$ cat src/rtl/alu_fp_pkg.sv
package alu_fp_pkg;

   localparam int OP_W = 3;

   typedef enum logic [OP_W-1:0] {
      OP_ADD   = 3'd0,
      OP_ADDX  = 3'd1,
      OP_CMPEQ = 3'd2,
      OP_SEL   = 3'd3,
      OP_SETC  = 3'd4,
      OP_PASS  = 3'd5
   } alu_op_e;

   localparam int ADDER_BEHAV = 0;
   localparam int ADDER_CSEL  = 1;

endpackage

$ cat src/rtl/alu_fp_adder.sv
module alu_fp_adder #(
   parameter int DATA_W = 16,
   parameter int ARCH   = 0,
   parameter int BLK_W  = 4
) (
   input  logic [DATA_W-1:0] a_i,
   input  logic [DATA_W-1:0] b_i,
   output logic [DATA_W-1:0] sum_o
);
   import alu_fp_pkg::*;

   localparam int NBLK = (BLK_W > 0) ? (DATA_W / BLK_W) : 1;

   generate
      if (BLK_W < 1) begin : g_bad_blk
         $error("alu_fp_adder: BLK_W must be at least 1");
      end
      if (ARCH != ADDER_BEHAV && ARCH != ADDER_CSEL) begin : g_bad_arch
         $error("alu_fp_adder: unknown ARCH");
      end

      if (ARCH == ADDER_CSEL) begin : g_csel
         if (BLK_W < 1 || (DATA_W % BLK_W) != 0) begin : g_bad_split
            $error("alu_fp_adder: DATA_W must be a multiple of BLK_W");
         end
         logic [NBLK-1:0] cy;
         assign cy[0] = 1'b0;
         for (genvar k = 0; k < NBLK; k++) begin : g_blk
            if (k < NBLK - 1) begin : g_mid
               logic [BLK_W:0] s0;
               logic [BLK_W:0] s1;
               assign s0 = {1'b0, a_i[k*BLK_W +: BLK_W]} + {1'b0, b_i[k*BLK_W +: BLK_W]};
               assign s1 = s0 + {{BLK_W{1'b0}}, 1'b1};
               assign sum_o[k*BLK_W +: BLK_W] = cy[k] ? s1[BLK_W-1:0] : s0[BLK_W-1:0];
               assign cy[k+1] = cy[k] ? s1[BLK_W] : s0[BLK_W];
            end else begin : g_top
               logic [BLK_W-1:0] s0;
               logic [BLK_W-1:0] s1;
               assign s0 = a_i[k*BLK_W +: BLK_W] + b_i[k*BLK_W +: BLK_W];
               assign s1 = s0 + {{(BLK_W-1){1'b0}}, 1'b1};
               assign sum_o[k*BLK_W +: BLK_W] = cy[k] ? s1 : s0;
            end
         end
      end else begin : g_behav
         assign sum_o = a_i + b_i;
      end
   endgenerate

endmodule

$ cat src/rtl/alu_fp_flagreg.sv
module alu_fp_flagreg (
   input  logic clk,
   input  logic rst_n,
   input  logic wr_en_i,
   input  logic d_i,
   output logic q_o
);
   always_ff @(posedge clk or negedge rst_n) begin
      if (!rst_n)       q_o <= 1'b0;
      else if (wr_en_i) q_o <= d_i;
   end
endmodule

$ cat src/rtl/alu_fp_resreg.sv
module alu_fp_resreg #(
   parameter int DATA_W = 16
) (
   input  logic              clk,
   input  logic              rst_n,
   input  logic              we_i,
   input  logic [DATA_W-1:0] d_i,
   output logic [DATA_W-1:0] q_o,
   output logic              vld_o
);
   always_ff @(posedge clk or negedge rst_n) begin
      if (!rst_n) begin
         q_o   <= '0;
         vld_o <= 1'b0;
      end else begin
         vld_o <= we_i;
         if (we_i) q_o <= d_i;
      end
   end
endmodule

$ cat src/rtl/alu_flag_exec.sv
module alu_flag_exec #(
   parameter int DATA_W     = 16,
   parameter int ADDER_ARCH = 1,
   parameter int CSEL_BLK   = 4
) (
   input  logic              clk,
   input  logic              rst_n,
   input  logic              in_valid,
   input  logic [2:0]        in_op,
   input  logic [DATA_W-1:0] in_a,
   input  logic [DATA_W-1:0] in_b,
   input  logic              in_flag_we,
   output logic [DATA_W-1:0] res_data,
   output logic              res_valid,
   output logic              cond_flag
);
   import alu_fp_pkg::*;

   localparam logic [DATA_W-1:0] ONE_W = {{(DATA_W-1){1'b0}}, 1'b1};

   generate
      if (DATA_W < 2) begin : g_bad_width
         $error("alu_flag_exec: DATA_W must be at least 2");
      end
   endgenerate

   logic [DATA_W-1:0] sum;
   logic              sum_zero;
   logic              ops_equal;
   logic              flag_wr;
   logic              flag_d;
   logic              res_we;
   logic [DATA_W-1:0] res_d;

   alu_fp_adder #(
      .DATA_W (DATA_W),
      .ARCH   (ADDER_ARCH),
      .BLK_W  (CSEL_BLK)
   ) u_add (
      .a_i   (in_a),
      .b_i   (in_b),
      .sum_o (sum)
   );

   assign sum_zero  = ~|sum;
   assign ops_equal = ~|(in_a ^ in_b);

   always_comb begin
      flag_wr = 1'b0;
      flag_d  = cond_flag;
      res_we  = 1'b0;
      res_d   = '0;
      if (in_valid) begin
         case (alu_op_e'(in_op))
            OP_ADD: begin
               res_we  = 1'b1;
               res_d   = sum;
               flag_wr = in_flag_we;
               flag_d  = sum_zero;
            end
            OP_ADDX: begin
               res_we = 1'b1;
               res_d  = sum;
            end
            OP_CMPEQ: begin
               flag_wr = in_flag_we;
               flag_d  = ops_equal;
            end
            OP_SEL: begin
               res_we = 1'b1;
               res_d  = cond_flag ? in_a : in_b;
            end
            OP_SETC: begin
               res_we = 1'b1;
               res_d  = cond_flag ? ONE_W : '0;
            end
            OP_PASS: begin
               res_we = 1'b1;
               res_d  = in_a;
            end
            default: begin
               res_we = 1'b0;
            end
         endcase
      end
   end

   alu_fp_flagreg u_flag (
      .clk     (clk),
      .rst_n   (rst_n),
      .wr_en_i (flag_wr),
      .d_i     (flag_d),
      .q_o     (cond_flag)
   );

   alu_fp_resreg #(
      .DATA_W (DATA_W)
   ) u_res (
      .clk   (clk),
      .rst_n (rst_n),
      .we_i  (res_we),
      .d_i   (res_d),
      .q_o   (res_data),
      .vld_o (res_valid)
   );

endmodule

$ cat config.mk
export PLATFORM = sky130hd
export DESIGN_NAME = alu_flag_exec
export DESIGN_NICKNAME = d
export VERILOG_FILES = /design/src/rtl/alu_fp_pkg.sv /design/src/rtl/alu_fp_adder.sv /design/src/rtl/alu_fp_flagreg.sv /design/src/rtl/alu_fp_resreg.sv /design/src/rtl/alu_flag_exec.sv
export SDC_FILE = /design/constraint.sdc
export NUM_CORES = 1
export LEC_CHECK = 0
export ABC_AREA = 1
export BUFFER_PORTS_ARGS = -buffer_cell sky130_fd_sc_hd__buf_2
export CORE_MARGIN = 2
export CORE_UTILIZATION = 49
export DETAILED_ROUTE_END_ITERATION = 10
export GPL_TIMING_DRIVEN = 0
export HOLD_SLACK_MARGIN = 0.15
export PLACE_DENSITY = 0.87
export SLEW_MARGIN = 0
export SYNTH_ARGS = -nofsm -noshare
export SYNTH_HDL_FRONTEND = slang
export SYNTH_SLANG_ARGS = --single-unit
$ cat constraint.sdc
create_clock -name clk -period 1.59 [get_ports clk]
set_clock_uncertainty 0.2 [all_clocks]
set_input_delay 0.318 -clock clk [delete_from_list [all_inputs] [get_ports clk]]
set_output_delay 0.318 -clock clk [all_outputs]
set_load 0.005 [all_outputs]
* Word level (Yosys, flattened, before mapping)
Cells that the tools add are included.
** Word-level totals
- Register bits after elaboration :: 18
- Input port bits :: 39
** Operators by class
- Add/sub/neg operators :: 7
- Equality and inequality tests :: 5
- Multiplexer cells :: 14
- Bitwise logic cells :: 1
- Reductions and logical operators :: 10
** Operator list (count)
- $pmux 16 s4 :: 1
- $mux 16 :: 2
- $reduce_or 16->1 :: 2
- $xor 16x16->16 :: 1
- $add 4x4->5 :: 3
- $mux 4 :: 3
- $add 5x1->5 const B :: 2
- $mux 1 :: 7
- $eq 3x2->1 const B :: 2
- $eq 3x3->1 const B :: 2
- $reduce_or 5->1 :: 1
- $add 4x1->4 const B :: 1
- $add 4x4->4 :: 1
- $reduce_or 2->1 :: 2
- $eq 3x1->1 const B :: 1
- $logic_not 3->1 :: 1
- $reduce_and 3->1 :: 1
- $logic_not 1->1 :: 2
- $pmux 1 s2 :: 1
- $reduce_bool 2->1 :: 1

* Depth between registers and ports, before layout
Gate-level depths: netlist of the first run.
- Depth after elaboration :: 8
- Depth in mapped cells :: 17
- Gate-level depth less buffers :: 17

* Cells and area by module
From an unflattened synthesis of the first run, not the netlist that was laid out.
** Second synthesis, totals
- Cell total of the unflattened synthesis :: 407
- Area, all modules :: 2537.4 um^2
** By module, submodules not included
- alu_flag_exec :: instances 1, cells an instance 207, area an instance 925.9 um^2
- alu_fp_adder :: instances 1, cells an instance 126, area an instance 902.1 um^2
- alu_fp_resreg :: instances 1, cells an instance 69, area an instance 669.4 um^2
- alu_fp_flagreg :: instances 1, cells an instance 5, area an instance 40.0 um^2

* Worst setup path before layout of the first run
OpenSTA, ideal clock, no wires.
- Path kind :: input port to flip-flop
- Start :: input in_a[4]
- End :: register u_res.q_o[12]
- Arrival :: 2.292 ns
- Setup slack :: -0.975 ns
- Stages on the path :: 13
- Path buffers :: 0
- Cells stage by stage :: ha_1 -> fa_1 -> ha_1 -> nand3_2 -> nor2_8 -> nand3_4 -> nand2_4 -> nand2_4 -> nand2_4 -> nand2_4 -> xor2_1 -> or2_1 -> a21oi_2
** On the way
- Cells in the longest elaborated chain, start to end :: 7
** Ends and longest elaborated chain
- from (decl) :: line alu_flag_exec.sv:10 : input logic [DATA_W-1:0] in_a,
- $add 4x4->5 (*) :: line alu_fp_adder.sv:32 : assign s0 = {1'b0, a_i[k*BLK_W +: BLK_W]} + {1'b0, b_i[k*BLK_W +: BLK_W]};
- $add 5x1->5 :: line alu_fp_adder.sv:33 : assign s1 = s0 + {{BLK_W{1'b0}}, 1'b1};
- $mux 1 (*) (2 in series) :: line alu_fp_adder.sv:35 : assign cy[k+1] = cy[k] ? s1[BLK_W] : s0[BLK_W];
- $mux 4 (*) :: line alu_fp_adder.sv:41 : assign sum_o[k*BLK_W +: BLK_W] = cy[k] ? s1 : s0;
- $pmux 16 s4 (*) :: line alu_flag_exec.sv:54 : case (alu_op_e'(in_op))
- $mux 16 (*) :: line alu_flag_exec.sv:53 : if (in_valid) begin
- to (signal assigned) :: line alu_fp_resreg.sv:17 : if (we_i) q_o <= d_i;
- to (decl) :: line alu_fp_resreg.sv:8 : output logic [DATA_W-1:0] q_o,
Mark *: on every way between the ends. The rest lies on a longest branch, timed or not.
A chain may end at the register's enable or synchronous reset.

* Final worst setup path of the first run
- Start :: input in_a[4]
- End :: register u_flag.q_o
** On the way
- Cells in the longest elaborated chain, start to end :: 8
- Elaborated cells between the ends (all ways) :: 13
** Ends and longest elaborated chain
- $add 4x4->5 :: line alu_fp_adder.sv:32
- $add 5x1->5 :: line alu_fp_adder.sv:33
- $mux 1 (2 in series) :: line alu_fp_adder.sv:35
- $mux 4 :: line alu_fp_adder.sv:41
- $reduce_or 16->1 :: line alu_flag_exec.sv:45 : assign sum_zero = ~|sum;
- $logic_not 1->1 :: line alu_flag_exec.sv:45
- $pmux 1 s2 (*) :: line alu_flag_exec.sv:54
- to (signal assigned) :: line alu_fp_flagreg.sv:10 : else if (wr_en_i) q_o <= d_i;
- to (decl) :: line alu_fp_flagreg.sv:6 : output logic q_o
Marked as above.

==> results of run 1 <==
==> power by group <==
part / switching, mW / internal, mW
Sequential: 0.0405 / 0.531
Clock: 0.190 / 0.221
Combinational: 0.799 / 0.587
Total: 1.03 / 1.34
==> metrics by stage <==
step | instance area [sq um] | hold slack (ns) | TNS (ns) | util (%)
after CTS | 2902 | 0.1549 | -6.878 | 66.64
after floorplan | 2306 | -0.1776 | -7.036 | -
after detailed placement | 2651 | 0.07910 | -12.94 | 60.89
final | 3108 | 0.1404 | -7.536 | 71.38
after global placement | 2651 | 0.07317 | -12.27 | 60.89
after global routing | 3108 | 0.1623 | -8.916 | 71.38
==> Yosys cell counts (2+ instances only) <==
cell type  instances  area share (%)
a21oi_2            2            0.79
xor2_1             3             1.2
nand2_2            2            0.56
nand3_1           29             6.5
nor2_4             2             1.0
clkbuf_1           7             1.2
dfrtp_1           18              20
nand2_4            4             2.0
nand3b_1           2            0.67
a21oi_1           17             3.8
nor3_1             2            0.45
o21ai_0           14             3.1
a221oi_1           5             2.0
nand3_2            2            0.90
nor2_1            37             6.2
nand2_1          112              19
ha_1              18              10
inv_2              2            0.34
inv_1             41             6.9
a31oi_1           10             2.8
xnor2_1            4             1.6
fa_1               4             3.6
or2_2              2            0.56
nand3_4            2             1.6
==> layer usage <==
layer  vias to the layer above  global-route usage (%)
met3                        39                   3.516
met2                       204                   47.53
met4                         0                   13.42
met1                      1273                   33.48
li1                       1299                       -
met5                         -                       0
==> sequential cells by signal, indices dropped and copies added (netlist names) <==
signal and cells:
u_flag.q_o 1, u_res.q_o 16, u_res.vld_o 1
==> what timing repair did <==
item / in CTS / in global routing
gates cloned: 0 / 1
hold buffers: 3 / 0
endpoints found under the hold margin: 20 / 0
endpoints found under the setup margin: 16 / 17
pin swaps: 12 / 20
gates resized for setup: 31 / 43
buffers inserted: 8 / 7
==> worst max-delay path by stage <==
| stage | slack (ns) | endpoint | start | cells after the start |
|---|---|---|---|---|
| after floorplan | -0.85 | u_res.q_o[12] | in_a[8] | 13 |
| after global placement | -1.12 | u_flag.q_o | in_a[4] | 16 |
| after detailed placement | -1.16 | u_flag.q_o | in_a[4] | 16 |
| after CTS | -0.83 | u_flag.q_o | in_a[4] | 16 |
| after global routing | -1.10 | u_flag.q_o | in_a[4] | 16 |
| final | -0.94 | u_flag.q_o | in_a[4] | 16 |
==> cell families after synthesis <==
family,after synthesis
simple gates,201
buf+inv,51
compound gates,50
fa+ha+maj,22
flops,18
xor+xnor,7
==> worst max-delay path, stage by stage <==
cell     delay (ns)
buf_8          0.10
ha_4           0.15
fa_2           0.55
ha_4           0.15
nand3_4        0.09
nor2_8         0.12
nand3_4        0.08
nand2_4        0.11
nand2_4        0.09
nand2_4        0.10
nand2_8        0.08
nand2_1        0.08
nand2_2        0.08
nor2_1         0.14
nand3_1        0.12
a21oi_1        0.16
==> area by class of cell <==
cell class	count	area, sq um	share of cell area [%]
Buffer	8	66.31	2.134
Clock buffer	4	55.05	1.771
Inverter	43	167.7	5.395
Multi-Input combinational cell	280	1823	58.66
Sequential cell	18	450.4	14.49
Tap cell	52	65.06	2.093
Timing Repair Buffer	75	480.5	15.46
==> results.txt, run 1 <==
----------------------------------------------------
[Run status]
  Status ... finished with violations
  Violated checks ... negative setup slack

[Logic synthesis]
  Mux cell area share after synthesis ... 0%
  Combinational family with the most area after synthesis ... simple AND/OR/NAND/NOR gates
  Post-synthesis net count ... 410
  Adder and majority gate portion of the synthesized area ... 13.70%
  Share of the synthesized area in compound gates (AO/OA/AOI/OAI) ... 13.31%
  Async set-reset flop share out of synthesis ... 100.0%
  Basic-gate share of the synthesized area counting and, or, nand and nor cells ... 41.44%
  Count of state elements after synthesis ... 18
  Synthesized area per cell ... 6.385 sq um
  Cell area after technology mapping ... 2228 sq um
  Leading register cell type out of synthesis ... dfrtp_1
  Post-synth EDFFs ... 0
  Yosys warnings ... 0
  Number of unique standard cell types used by synthesis ... 32
  Xor/xnor cell area share of the yosys netlist ... 2.751%
  Instance count of the mapped netlist ... 349
  Sequential area share after synthesis ... 20.21%

[Drt]
  Vias per Instance ... 5.865
  Total length of routed met3 wires ... 800 um
  Top metal layer carrying routed signals ... met4
  Met2 WL ... 3.819 mm
  Number of nets still failing antenna checks after routing ... 0
  Number of detailed-route iterations in the first pass ... 5
  Initial drt markers ... 339
  Final wirelength ... 7.849 mm
  Residual DRC count ... 0
  Met1 layer wirelength in the final routing ... 2.916 mm
  Via count of the routed design ... 2815
  Wire length per cell after detailed routing ... 16.35 um

[STA]
  Number of max-slew violations in the final report ... 0
  Fmax achieved ... 395.2 MHz
  Final hold violation count ... 0
  Post-layout worst setup margin ... -0.9406 ns
  Max_slew headroom ... 64.79%
  Unrepaired setup endpoints after global routing ... true
  Endpoints failing setup ... 14
  Shortest period the worst path allows ... 2.531 ns
  Worst Max-Slew Pin Slew ... 0.5281 ns
  Period Utilization, post-route ... 159.2%

[Finish]
  Share of final-layout standard cells stronger than drive strength 1 ... 34.81%
  # nets final ... 490
  Most common cell after layout, fill and taps aside ... nand2_1
  Most frequent cells in the layout ... nand2_1 (95), buf_2 (54), inv_1 (36), nor2_1 (32), nand3_1 (28)
  Layout Cells excl Fill ... 480
  Total inserted antenna cells ... 0
  Number of fill cells ... 311
  Syn-to-layout area delta ... 39.47%

[Worst setup path]
  Critical R2R Launch ... u_flag.q_o
  Terminus of the critical flop-to-flop path ... u_res.q_o[14]
  Start-to-end type of the worst setup path ... in -> reg
  Req. time, crit path ... 1.58 ns
  Worst EP arrival ... 2.52 ns
  Startpoint Class ... primary input
  R2r worst-path depth ... 7
  Crit path capture type ... flop
  Worst R2R Setup Slack ... -0.17 ns
  CP Max Fanout ... 5

[Clock network]
  Total clock sinks ... 18
  Clock insertion delay at the later pin of the skew report ... 0.27 ns
  Clock root buffer master ... clkbuf_8
  TritonCTS clock tree ... done
  Number of H-tree branching levels ... 1
  Maximum buffer depth of the clock tree ... 2
  Number of buffers created by CTS ... 3
  Clock slew seen by the registers of the worst setup and hold paths ... 0.08 ns

[Floorplanning]
  Core region area ... 4354 sq um
  Die span in y ... 71.44 um
  Row count ... 24
  Area of the die ... 5103 sq um
  Die Wd ... 71.44 um
  Io pins ... 57
  Effective utilization at floorplan ... 51.18%

[Flow run]
  Number of maximum-capacitance violations ... 0

[Min path]
  Hold path startpoint ... in_a[7]
  Worst min-delay path endpoint ... u_res.q_o[7]
  Tightest Hold Check Type ... in -> reg
  Worst hold stages ... 3

[Power]
  Pwr Total ... 2.369 mW
  Peak supply drop ... 342.5 uV
  LEAKAGE ... 1.582 nW
  Power density normalized to cell area ... 762.3 nW/um^2

[Global routing]
  Vias in the first global route ... 2565
  Final global-route overflow total ... 0
  Maximum number of pins on one net before global-route repair ... 19
  Gr usage total ... 27.45%
  Initial antenna violation count ... 0
  Global-route wire length before repair ... 11.22 mm

[Placement]
  PortBufs ... 56
  Detailed placer's ending HPWL ... 5.077 mm
  Pre-CTS setup slack ... -1.162 ns
  Placed Cells ... 457
  Final estimated routing congestion in global placement ... 0.9423

----------------------------------------------------
Note: power is estimated with default switching activity, not from simulation.
==> run 2: changes to the inputs <==
--- a/config.mk
+++ b/config.mk
@@ -8,12 +8,12 @@
 export ABC_AREA = 1
 export BUFFER_PORTS_ARGS = -buffer_cell sky130_fd_sc_hd__buf_2
 export CORE_MARGIN = 2
-export CORE_UTILIZATION = 49
+export CORE_UTILIZATION = 39
+export CTS_CLUSTER_SIZE = 16
 export DETAILED_ROUTE_END_ITERATION = 10
 export GPL_TIMING_DRIVEN = 0
 export HOLD_SLACK_MARGIN = 0.15
-export PLACE_DENSITY = 0.87
-export SLEW_MARGIN = 0
+export PLACE_DENSITY = 0.73
 export SYNTH_ARGS = -nofsm -noshare
 export SYNTH_HDL_FRONTEND = slang
 export SYNTH_SLANG_ARGS = --single-unit
==> results.txt, run 2 (same netlist as run 1, synthesis figures left out) <==
----------------------------------------------------
[Flow run]
  Number of maximum-capacitance violations ... 0 (unchanged)

[Floorplanning]
  Area of the die ... 6335 sq um (+24%)
  Io pins ... 57 (unchanged)
  Effective utilization at floorplan ... 40.47% (-11 points)
  Die span in y ... 79.59 um (+11%)
  Die Wd ... 79.59 um (+11%)
  Core region area ... 5507 sq um (+26%)
  Row count ... 27 (+13%)

[Worst setup path]
  Worst R2R Setup Slack ... -0.03 ns (+0.14 ns)
  R2r worst-path depth ... 6 (-1)
  Start-to-end type of the worst setup path ... in -> reg
  Worst EP arrival ... 2.44 ns (-0.08 ns)
  Critical R2R Launch ... u_flag.q_o
  CP startpoint ... in_a[4]
  Req. time, crit path ... 1.57 ns (about the same)
  Terminus of the critical flop-to-flop path ... u_res.q_o[14]
  Startpoint Class ... primary input
  CP Max Fanout ... 6 (+1)
  Crit path capture type ... flop

[STA]
  Final hold violation count ... 0 (unchanged)
  Post-layout worst setup margin ... -0.8664 ns (+0.07428 ns)
  Unrepaired setup endpoints after global routing ... true
  Worst Max-Slew Pin Slew ... 0.5178 ns (-0.01031 ns)
  Worst Hold Slack ... 0.1610 ns (+0.02057 ns)
  Endpoints failing setup ... 12 (-2)
  Shortest period the worst path allows ... 2.456 ns (-0.07428 ns)
  Number of max-slew violations in the final report ... 0 (unchanged)
  Period Utilization, post-route ... 154.5% (-4.7 points)
  Max_slew headroom ... 65.48% (+0.69 points)
  Fmax achieved ... 407.1 MHz (+3.0%)

[Global routing]
  Maximum number of pins on one net before global-route repair ... 19 (unchanged)
  Gr usage total ... 21.74% (-5.7 points)
  Initial antenna violation count ... 0 (unchanged)
  Final global-route overflow total ... 0 (unchanged)
  Vias in the first global route ... 2395 (-6.6%)
  Global-route wire length before repair ... 10.85 mm (-3.3%)

[Placement]
  Final estimated routing congestion in global placement ... 0.8342 (-11%)
  PortBufs ... 56 (unchanged)
  Detailed placer's ending HPWL ... 5.087 mm (+0.20%)

[Power]
  Pwr Total ... 2.196 mW (-7.3%)
  LEAKAGE ... 1.540 nW (-2.7%)
  Power density normalized to cell area ... 729.6 nW/um^2 (-4.3%)
  Peak supply drop ... 329.0 uV (-4.0%)

[Finish]
  Share of final-layout standard cells stronger than drive strength 1 ... 32.31% (-2.5 points)
  Total inserted antenna cells ... 0 (unchanged)
  Most common cell after layout, fill and taps aside ... nand2_1
  Flip-flop count of the largest register, all copies and words added ... 16 (unchanged)
  # nets final ... 486 (-0.82%)
  Leading registers by flop count ... u_res.q_o x16, u_flag.q_o x1, u_res.vld_o x1
  Register ranked first by flip-flop count ... u_res.q_o
  Flip-flop and latch area ... 450.4 sq um (unchanged)
  Total area of multi-input combinational cells ... 1769 sq um (-3.0%)
  Syn-to-layout area delta ... 35.04%
  Number of fill cells ... 525 (+69%)
  Most frequent cells in the layout ... nand2_1 (97), buf_2 (56), inv_1 (35), nor2_1 (33), nand3_1 (27)

[Drt]
  Number of detailed-route iterations in the first pass ... 5 (unchanged)
  Number of nets still failing antenna checks after routing ... 0 (unchanged)
  Final wirelength ... 6.996 mm (-11%)
  Initial drt markers ... 164 (-52%)
  Via count of the routed design ... 2568 (-8.8%)
  Vias per Instance ... 5.177 (-12%)
  Residual DRC count ... 0 (unchanged)
  Wire length per cell after detailed routing ... 14.10 um (-14%)

[Clock network]
  Maximum buffer depth of the clock tree ... 2 (unchanged)
  Number of H-tree branching levels ... 1 (unchanged)
  Clock root buffer master ... clkbuf_8
  Clock insertion delay at the later pin of the skew report ... 0.27 ns (about the same)
  Number of buffers created by CTS ... 3 (unchanged)
  Total clock sinks ... 18 (unchanged)
  TritonCTS clock tree ... done
  Clock slew seen by the registers of the worst setup and hold paths ... 0.08 ns (about the same)

[Run status]
  Status ... finished with violations
  Violated checks ... negative setup slack

[Min path]
  Tightest Hold Check Type ... in -> reg
  Worst hold stages ... 3 (unchanged)
  Hold path startpoint ... in_valid
  Worst min-delay path endpoint ... u_res.q_o[5]

----------------------------------------------------
==> run 2: cell types whose count changed in the layout (fill, tap and decap cells not counted), sizes merged <==
cell,change
inv,+1
buf,-7
dlygate4sd3,+3
clkinvlp,-1
==> run 2: worst max-delay path: stages <==
cell and delay, ns:
buf_8 0.10, ha_4 0.15, fa_2 0.56, ha_4 0.15, nand3_4 0.09, nor2_8 0.12
nand3_4 0.08, nand2_4 0.12, nand2_4 0.09, nand2_4 0.09, nand2_4 0.07, inv_2 0.07
nand2_1 0.04, nand2_1 0.08, nand2_1 0.08, a31oi_1 0.22
==> run 2: final cells by class <==
type,count,share of cell area [%]
repair buffers,71,14.10
plain buffers,8,1.871
inverters,43,5.447
flip-flops and latches,18,14.97
multi-input cells,280,58.79
clock buffers,4,1.830
well taps,72,2.994
==> run 2: worst max-delay path by stage <==
stage	end	slack [ns]	depth (start not counted)
final	u_res.q_o[14]	-0.87	16
after global routing	u_res.q_o[14]	-0.98	16
after CTS	u_flag.q_o	-0.81	16
after detailed placement	u_flag.q_o	-1.13	16
after global placement	u_flag.q_o	-1.13	16
after floorplan	u_res.q_o[12]	-0.85	13
==> run 2: through the flow <==
stage	util, %	TNS, ns	setup slack (ns)	std cells	area, sq um
floorplan	-	-7.036	-0.8534	349	2306
global placement	48.60	-12.59	-1.132	477	2676
finish	54.65	-7.286	-0.8664	496	3009
global route	54.65	-8.454	-0.9787	496	3009
CTS	52.44	-6.614	-0.8118	491	2888
detailed placement	48.60	-13.00	-1.134	477	2676
==> run 2: routing by layer <==
metal	share of wire (%)	track usage, %	wire, um	vias up
met1	44	28.13	3104	1153
met2	47	37.73	3296	108
met5	0	0	0	-
met3	6.6	2.149	460	16
li1	-	-	-	1291
met4	1.9	7.069	133	0
==> run 2: timing repair <==
| item | in CTS | in global routing |
|---|---|---|
| setup endpoints to repair | 16 | 16 |
| buffers inserted | 5 | 5 |
| resized for setup | 23 | 30 |
| pin swaps | 9 | 19 |
| hold endpoints to repair | 23 | 0 |
| hold buffers | 6 | 0 |
==> run 2: where the power goes <==
part / switching (mW) / internal, mW / leakage (nW) / total (mW)
combinational: 0.711 / 0.505 / 1.30 / 1.22
sequential: 0.0394 / 0.532 / 0.213 / 0.571
clock: 0.187 / 0.221 / 0.0288 / 0.408
total: 0.937 / 1.26 / 1.54 / 2.20
